==> config.mk <==
export PLATFORM = sky130hd
export DESIGN_NAME = mesh_cs_router
export DESIGN_NICKNAME = d
export VERILOG_FILES = /design/src/rtl/mesh_cs_router.sv
export SDC_FILE = /design/constraint.sdc
export NUM_CORES = 1
export LEC_CHECK = 0
export CELL_PAD_IN_SITES_DETAIL_PLACEMENT = 2
export CELL_PAD_IN_SITES_GLOBAL_PLACEMENT = 2
export CORE_MARGIN = 8
export CORE_UTILIZATION = 35
export DETAILED_ROUTE_END_ITERATION = 7
export PLACE_DENSITY_LB_ADDON = 0.1
export SLEW_MARGIN = 20
export SYNTH_ARGS = -nofsm -noshare
export SYNTH_HDL_FRONTEND = slang
export SYNTH_SLANG_ARGS = --single-unit
export TNS_END_PERCENT = 50
==> constraint.sdc <==
create_clock -name clk -period 10 [get_ports clk]
set_clock_uncertainty 0.05 [all_clocks]
set_input_delay 2 -clock clk [delete_from_list [all_inputs] [get_ports clk]]
set_output_delay 2 -clock clk [all_outputs]
set_load 0.02 [all_outputs]
==> src/rtl/mesh_cs_router.sv <==
module mesh_cs_router #(
  parameter int MESH_X = 8,
  parameter int MESH_Y = 8,
  parameter int MY_X   = 3,
  parameter int MY_Y   = 0,
  parameter int DW     = 8
) (
  input  logic            clk,
  input  logic            rst_n,
  input  logic [4:0]      in_vld,
  input  logic [9:0]      in_kind,
  input  logic [5*DW-1:0] in_data,
  output logic [4:0]      in_rdy,
  output logic [4:0]      in_ack,
  output logic [4:0]      in_nack,
  output logic [4:0]      out_vld,
  output logic [9:0]      out_kind,
  output logic [5*DW-1:0] out_data,
  input  logic [4:0]      out_rdy,
  input  logic [4:0]      out_ack,
  input  logic [4:0]      out_nack
);
  localparam int NP = 5;
  localparam int PW = 3;
  localparam int CW = DW / 2;
  localparam logic [1:0] K_PROBE = 2'd1;
  localparam logic [1:0] K_TEAR  = 2'd3;
  localparam logic [PW-1:0] P_L = 3'd0, P_N = 3'd1, P_E = 3'd2, P_S = 3'd3, P_W = 3'd4;
  localparam logic [NP-1:0] EXIST = {MY_X > 0, MY_Y < MESH_Y - 1, MY_X < MESH_X - 1, MY_Y > 0, 1'b1};

  typedef enum logic [2:0] {S_IDLE, S_PICK, S_REQ, S_GNT, S_SEND, S_RESP, S_CONN} st_t;

  st_t           st    [NP];
  logic [PW-1:0] outp  [NP];
  logic [NP-1:0] tried [NP];
  logic [DW-1:0] dst   [NP];
  logic [PW:0]   cand  [NP];

  logic [NP-1:0] res;
  logic [PW-1:0] own   [NP];
  logic [PW-1:0] rr    [NP];
  logic [NP-1:0] gnt;
  logic [NP-1:0] req_m [NP];
  logic [NP-1:0] win_v;
  logic [PW-1:0] win   [NP];

  logic [NP-1:0] ov;
  logic [1:0]    okind [NP];
  logic [DW-1:0] odat  [NP];
  logic [NP-1:0] canld, ld, rel, drn, is_gnt;
  logic [1:0]    fk    [NP];
  logic [DW-1:0] fd    [NP];

  function automatic logic [PW:0] pick(input logic [DW-1:0] d, input logic [PW-1:0] a,
                                       input logic [NP-1:0] t);
    int dx, dy;
    logic [NP-1:0] ok_m;
    logic [PW-1:0] px, py;
    dx = int'(d[CW-1:0]);
    dy = int'(d[DW-1:CW]);
    ok_m = EXIST & ~t;
    ok_m[a] = 1'b0;
    pick = '0;
    if (dx == MY_X && dy == MY_Y) begin
      if (ok_m[P_L]) pick = {1'b1, P_L};
    end else begin
      ok_m[P_L] = 1'b0;
      px = (dx > MY_X) ? P_E : P_W;
      py = (dy > MY_Y) ? P_S : P_N;
      for (int k = NP - 1; k >= 1; k--)
        if (ok_m[k]) pick = {1'b1, PW'(k)};
      if (dy != MY_Y && ok_m[py]) pick = {1'b1, py};
      if (dx != MY_X && ok_m[px]) pick = {1'b1, px};
    end
  endfunction

  always_comb
    for (int i = 0; i < NP; i++) cand[i] = pick(dst[i], PW'(i), tried[i]);

  always_comb begin
    for (int o = 0; o < NP; o++) req_m[o] = '0;
    for (int i = 0; i < NP; i++)
      if (st[i] == S_REQ) req_m[outp[i]][i] = 1'b1;
  end

  always_comb
    for (int o = 0; o < NP; o++) begin
      win_v[o] = 1'b0;
      win[o]   = '0;
      for (int k = NP - 1; k >= 0; k--) begin
        int j;
        j = int'(rr[o]) + k;
        if (j >= NP) j = j - NP;
        if (req_m[o][j]) begin
          win_v[o] = 1'b1;
          win[o]   = PW'(j);
        end
      end
    end

  always_comb begin
    rel = '0;
    for (int i = 0; i < NP; i++)
      if (st[i] == S_RESP && out_nack[outp[i]]) rel[outp[i]] = 1'b1;
  end

  assign canld = ~ov | out_rdy;

  always_comb
    for (int o = 0; o < NP; o++) begin
      drn[o] = ov[o] && out_rdy[o] && okind[o] == K_TEAR;
      fk[o]  = (st[own[o]] == S_SEND) ? K_PROBE : in_kind[own[o]*2 +: 2];
      fd[o]  = (st[own[o]] == S_SEND) ? dst[own[o]] : in_data[own[o]*DW +: DW];
      ld[o]  = res[o] && canld[o] &&
               (st[own[o]] == S_SEND || (st[own[o]] == S_CONN && in_vld[own[o]]));
    end

  always_comb
    for (int i = 0; i < NP; i++) begin
      in_rdy[i]  = st[i] == S_IDLE || (st[i] == S_CONN && canld[outp[i]]);
      in_ack[i]  = st[i] == S_RESP && out_ack[outp[i]];
      in_nack[i] = st[i] == S_PICK && !cand[i][PW];
      is_gnt[i]  = st[i] == S_GNT;
    end

  always_ff @(posedge clk or negedge rst_n)
    if (!rst_n) begin
      for (int i = 0; i < NP; i++) begin
        st[i]    <= S_IDLE;
        outp[i]  <= '0;
        tried[i] <= '0;
        dst[i]   <= '0;
      end
    end else begin
      for (int i = 0; i < NP; i++)
        case (st[i])
          S_IDLE:
            if (in_vld[i] && in_kind[i*2 +: 2] == K_PROBE) begin
              st[i]    <= S_PICK;
              dst[i]   <= in_data[i*DW +: DW];
              tried[i] <= '0;
            end
          S_PICK:
            if (!cand[i][PW]) st[i] <= S_IDLE;
            else if (res[cand[i][PW-1:0]]) tried[i][cand[i][PW-1:0]] <= 1'b1;
            else begin
              outp[i] <= cand[i][PW-1:0];
              st[i]   <= S_REQ;
            end
          S_REQ: st[i] <= S_GNT;
          S_GNT:
            if (gnt[i]) st[i] <= S_SEND;
            else begin
              tried[i][outp[i]] <= 1'b1;
              st[i]             <= S_PICK;
            end
          S_SEND: if (ld[outp[i]]) st[i] <= S_RESP;
          S_RESP:
            if (out_ack[outp[i]]) st[i] <= S_CONN;
            else if (out_nack[outp[i]]) begin
              tried[i][outp[i]] <= 1'b1;
              st[i]             <= S_PICK;
            end
          S_CONN:
            if (in_vld[i] && canld[outp[i]] && in_kind[i*2 +: 2] == K_TEAR) st[i] <= S_IDLE;
          default: st[i] <= S_IDLE;
        endcase
    end

  always_ff @(posedge clk or negedge rst_n)
    if (!rst_n) begin
      res <= '0;
      gnt <= '0;
      for (int o = 0; o < NP; o++) begin
        own[o] <= '0;
        rr[o]  <= '0;
      end
    end else begin
      gnt <= '0;
      for (int o = 0; o < NP; o++) begin
        if (rel[o] || drn[o]) res[o] <= 1'b0;
        if (!res[o] && win_v[o]) begin
          res[o]      <= 1'b1;
          own[o]      <= win[o];
          rr[o]       <= (win[o] == PW'(NP - 1)) ? '0 : win[o] + 1'b1;
          gnt[win[o]] <= 1'b1;
        end
      end
    end

  always_ff @(posedge clk or negedge rst_n)
    if (!rst_n) begin
      ov <= '0;
      for (int o = 0; o < NP; o++) begin
        okind[o] <= '0;
        odat[o]  <= '0;
      end
    end else begin
      for (int o = 0; o < NP; o++)
        if (ld[o]) begin
          ov[o]    <= 1'b1;
          okind[o] <= fk[o];
          odat[o]  <= fd[o];
        end else if (out_rdy[o]) ov[o] <= 1'b0;
    end

  assign out_vld = ov;
  always_comb
    for (int o = 0; o < NP; o++) begin
      out_kind[o*2 +: 2]  = okind[o];
      out_data[o*DW +: DW] = odat[o];
    end

endmodule

Yosys cells after proc, flatten, opt, wreduce, memory -nomap -nowiden
Cells that the tools add are included.
- word-level logic and storage cells: 1041
- register bits: 190
- input bits: 72
- output and inout bits: 70
- bitwise operators: 44
- $lt $le $gt $ge: 120
- $add $sub $neg: 50
- equal/unequal tests: 120
- mux-type cells: 471
- reduce and logical (&&, ||, !) cells: 175
- shift operators: 10
- operator list (cell ; count):
    $lt 32x5->1 const B ; 25
    $mux 32 ; 25
    $mux 3 ; 86
    $mux 5 ; 41
    $shiftx 40x7->8 ; 5
    $bmux 1 s3 ; 65
    $mux 1 ; 151
    $mux 4 ; 32
    $mux 25 ; 5
    $bmux 8 s3 ; 5
    $mux 8 ; 15
    $pmux 3 s7 ; 5
    $logic_and 1x1->1 ; 100
    $lt 3x4->1 const B ; 25
    $or 25x25->25 ; 4
    $pmux 5 s4 ; 5
    $sub 4x3->5 const B ; 20
    $or 5x5->5 ; 19
    $eq 3x3->1 const B ; 30
    $ge 4x3->1 const B ; 20
    $demux 5 s3 ; 5
    $shiftx 10x5->2 ; 5
    $bmux 3 s3 ; 5
    $demux 1 s3 ; 15
    other kinds (37) ; 277

Depth between registers and ports, before layout
- word-level depth: 35
- depth in mapped cells: 19
- mapped depth without buffers: 16

Least setup slack after synthesis
No wires, ideal clock.
- kind: in2out
- from: input port out_rdy[3]
- to: output port in_rdy[2]
- arrival time: 3356 ps
- data required time: 7950 ps
- setup slack: 4594 ps
- cell stages on the path: 7
- buffers on the path: 0
- cells stage by stage: nand2b_1 -> mux2i_1 -> a221o_1 -> a21boi_0 -> o22ai_1 -> nand3_1 -> a21oi_1
- longest elaborated chain between the ends: 5
- RTL lines (what ; RTL line ; source):
    start, declared ; 19 ; input logic [4:0] out_rdy,
    $or 5x5->5 ; 107 ; assign canld = ~ov | out_rdy;
    $bmux 1 s3 ; 120 ; in_rdy[i] = st[i] == S_IDLE || (st[i] == S_CONN && canld[outp[i]]);
    $mux 1 (not written as such) ; 120 ;
    $logic_and 1x1->1 ; 120 ;
    $logic_or 1x1->1 ; 120 ;
    end, declared ; 13 ; output logic [4:0] in_rdy,
No other way between the ends. The select of a mux whose other input is x is not followed.

Worst setup path after layout
- from: input port out_rdy[1]
- to: output port in_rdy[2]
Same word-level chain as after synthesis.

==> load_flow_metrics.sql <==
INSERT INTO impl_metrics (metric_group, metric, value, unit) VALUES
('sta', 'post-route-period-util', '71.1', '%'),
('sta', 'worst_pin_slew', '1.12', 'ns'),
('synthesis', 'synth_largest_area_cell', 'sky130_fd_sc_hd__dfrtp_1', ''),
('sta', 'unrepaired_setup_endpoints_after_global_routing', 'no', ''),
('synthesis', 'yosysWarnings', '0', ''),
('power', 'power_density', '364', 'nW/µm²'),
('cells_and_area', 'final_cell_count_no_fill', '3206', ''),
('worst_setup_path', 'timing.critical_path.slowest_cell_delay', '0.72', 'ns'),
('worst_setup_path', 'critical_path.slowest_cell', 'sky130_fd_sc_hd__clkdlybuf4s50_1', ''),
('power', 'leakage', '8.85', 'nW'),
('synthesis', 'syn-cell-area', '20100', 'µm²'),
('drt', 'avgRoutedWirePerCell', '29.7', 'µm'),
('drt', 'postRouteWirelength', '95.1', 'mm'),
('cells_and_area', 'final_core_util', '39.8', '%'),
('placed_design', 'hpwlAfterDp', '73.9', 'mm'),
('synthesis', 'synth_largest_type_area_fraction', '22.4', '%'),
('cells_and_area', 'nets', '2578', ''),
('placed_design', 'place_area', '22200', 'µm²'),
('cts', 'cts.sink_count', '180', ''),
('cts', 'hold_fix_buffer_count_after_cts', '0', ''),
('die', 'dieArea', '65500', 'µm²'),
('sta', 'slew_headroom', '23.8', '%'),
('die', 'start_util', '35.2', '%'),
('sta', 'timing.fmax', '0.141', 'GHz'),
('cts', 'clock_tree.root_cell', 'sky130_fd_sc_hd__clkbuf_16', ''),
('min_path', 'hp-class', 'reg2reg', ''),
('drt', 'routed_via_density', '6.54', ''),
('worst_setup_path', 'timing.critical_path.buf_inv', '2', ''),
('worst_setup_path', 'crit_fanout', '5', ''),
('power', 'worst_vdd_drop', '0.151', 'mV'),
('synthesis', 'mappedNetlistNets', '2537', ''),
('cts', 'cts_made_buffers', '17', ''),
('drt', 'total_via_count_in_the_routed_design', '21000', ''),
('worst_setup_path', 'worst_ep_required_time', '7.95', 'ns'),
('synthesis', 'synth.top_cells.by_area', 'sky130_fd_sc_hd__dfrtp_1 22%, sky130_fd_sc_hd__mux4_2 11%, sky130_fd_sc_hd__mux2_2 5.3%', ''),
('sta', 'timing.final.ws_setup', '2.89', 'ns'),
('grt', 'first_global_vias', '22300', ''),
('synthesis', 'synth_enable_flop_cells', '0', ''),
('die', 'chipHeight', '256', 'µm'),
('grt', 'overflow', '0', ''),
('die', 'num_io_pins', '142', ''),
('placed_design', 'place.port_buffers', '141', ''),
('synthesis', 'synthTopCellsByCount', '266 x sky130_fd_sc_hd__nand2_1, 180 x sky130_fd_sc_hd__dfrtp_1, 166 x sky130_fd_sc_hd__nor2_1', ''),
('worst_setup_path', 'cell_breakdown_of_the_critical_path', 'clkdlybuf4s50_1 > nand2b_1 > mux2i_1 > a221o_1 > a21boi_0 > o22ai_1 > nand3_1 > a21oi_1 > clkdlybuf4s50_1', ''),
('cells_and_area', 'layout.cell_area.non_filler', '22800', 'µm²'),
('drt', 'dr.first_iter.drc_count', '1450', ''),
('worst_setup_path', 'critPathArrivalTime', '5.06', 'ns'),
('cts', 'cts_resized', '0', ''),
('power', 'power.total', '8.30', 'mW'),
('synthesis', 'post_synth.cell_area_avg', '8.43', 'µm²'),
('die', 'die_w', '256', 'µm'),
('worst_setup_path', 'critPathMostFrequentCell', 'sky130_fd_sc_hd__clkdlybuf4s50_1', ''),
('die', 'core_area', '57300', 'µm²'),
('flow_run', 'max_cap_viol_count', '0', ''),
('cts', 'cts_max_path_buffers', '2', ''),
('synthesis', 'yosys.cell_types.count', '104', ''),
('sta', 'maxSlewViolCount', '0', ''),
('sta', 'setup_viol', '0', ''),
('grt', 'antenna_violations_before_repair', '4', ''),
('cts', 'cts_setup_buffers', '0', ''),
('synthesis', 'synth_seq_cells', '180', ''),
('cts', 'h-tree-depth', '4', ''),
('synthesis', 'post-synth-top-count-cell', 'sky130_fd_sc_hd__nand2_1', ''),
('drt', 'drt_pre_antenna_iters', '5', ''),
('outcome', 'run_status', 'complete, no violations', ''),
('synthesis', 'asyncSetResetFlopFracSynth', '100', '%'),
('sta', 'whs', '0.439', 'ns'),
('worst_setup_path', 'worstSetupEndpointType', 'primary output', ''),
('drt', 'drt_drc_violations_left', '0', ''),
('grt', 'grt_max_degree', '70', ''),
('cts', 'cts.reportedPaths.clkPinSlew', '0.07', 'ns');
==> cell type report <==
cell class	instances	area [µm²]
Fill cell	6429	34500
Sequential cell	180	4500
Clock buffer	19	443
Inverter	84	315
Timing Repair Buffer	182	1720
Multi-Input combinational cell	1964	14700
Tap cell	765	957
Antenna cell	2	5.00
Clock inverter	10	126
==> final timing paths <==
check,to,from,slack (ns),cells past startpoint
setup / recovery,in_rdy[2],out_rdy[1],2.89,9
hold / removal,out_data[39],out_data[39],0.44,2
setup reg to reg,gnt[2],rr[6],4.77,11
hold reg to reg,out_data[39],out_data[39],0.44,2
max in group asynchronous,out_data[12],rst_n,6.37,3
min in group asynchronous,st[1],rst_n,1.46,1
==> report_power, final <==
part / internal (mW) / total [mW] / switching (mW)
clock: 0.374 / 0.711 / 0.338
combinational: 2.29 / 5.87 / 3.58
sequential: 1.04 / 1.72 / 0.679
==> worst reg2reg max path, delay by kind of cell (launching register included) <==
kind                       cells  cell delay [ns]
adders and majority gates      1             0.78
DFF                            1             0.93
AOI/OAI and AO/OA              4             1.54
buffers and inverters          1             0.42
and+or+nand+nor                5             1.39
==> placed cells by master, fill, tap and decap left out, types with 11 or more instances in the layout <==
| cell | netlist | final |
|---|---|---|
| sky130_fd_sc_hd__mux4_2 | 97 | 97 |
| sky130_fd_sc_hd__buf_4 | 3 | 41 |
| sky130_fd_sc_hd__nand3_1 | 58 | 57 |
| sky130_fd_sc_hd__clkdlybuf4s50_1 | 0 | 140 |
| sky130_fd_sc_hd__a31oi_1 | 22 | 22 |
| sky130_fd_sc_hd__a21boi_0 | 13 | 13 |
| sky130_fd_sc_hd__nor3_1 | 59 | 59 |
| sky130_fd_sc_hd__a22oi_1 | 44 | 44 |
| sky130_fd_sc_hd__o31ai_1 | 18 | 18 |
| sky130_fd_sc_hd__mux2_2 | 95 | 95 |
| sky130_fd_sc_hd__o22a_1 | 13 | 13 |
| sky130_fd_sc_hd__mux2i_1 | 84 | 84 |
| sky130_fd_sc_hd__o21a_1 | 21 | 21 |
| sky130_fd_sc_hd__o22ai_1 | 32 | 32 |
| sky130_fd_sc_hd__or3_1 | 14 | 14 |
| sky130_fd_sc_hd__inv_1 | 82 | 82 |
| sky130_fd_sc_hd__nor2b_1 | 60 | 59 |
| sky130_fd_sc_hd__and2_1 | 22 | 22 |
| sky130_fd_sc_hd__ha_1 | 77 | 77 |
| sky130_fd_sc_hd__o211ai_1 | 20 | 20 |
| sky130_fd_sc_hd__nand4_1 | 28 | 28 |
| sky130_fd_sc_hd__a221oi_1 | 16 | 16 |
| sky130_fd_sc_hd__nor2_1 | 166 | 166 |
| sky130_fd_sc_hd__and3_1 | 20 | 20 |
| sky130_fd_sc_hd__a211oi_1 | 34 | 34 |
| sky130_fd_sc_hd__nand2b_1 | 53 | 53 |
| sky130_fd_sc_hd__a21oi_1 | 165 | 165 |
| sky130_fd_sc_hd__dfrtp_1 | 180 | 180 |
| sky130_fd_sc_hd__clkbuf_16 | 0 | 17 |
| sky130_fd_sc_hd__a211o_1 | 11 | 11 |
| sky130_fd_sc_hd__nor3b_1 | 14 | 13 |
| sky130_fd_sc_hd__o21ai_0 | 152 | 152 |
| sky130_fd_sc_hd__a21o_1 | 11 | 11 |
| sky130_fd_sc_hd__nand2_1 | 266 | 266 |
| sky130_fd_sc_hd__xnor2_1 | 13 | 13 |
| sky130_fd_sc_hd__nor4_1 | 25 | 24 |
| sky130_fd_sc_hd__or2_2 | 13 | 13 |
==> routing by layer <==
layer / GRT usage [%] / vias up / wire (µm)
met4: 9.94 / 4 / 3300
li1: - / 9124 / -
met1: 37.1 / 11000 / 41300
met2: 46.0 / 714 / 44800
met3: 5.04 / 173 / 5700
met5: 0 / - / 28
==> logic make-up after synthesis <==
logic type / synth area share (%)
AO/OA/AOI/OAI: 24.0
XOR/XNOR: 1.00
adder cells (fa/ha/maj): 4.78
buffers and inverters: 4.81
flip-flops: 22.4
multiplexers: 20.6
AND/OR/NAND/NOR: 22.4
==> state kept, by name, summed over array words and instances (netlist names), 10 cells and up <==
register,cells
own,15
rr,15
out_data,40
tried,16
outp,14
dst,40
out_kind,10
st,15
Power figures use the tool's default switching activity.
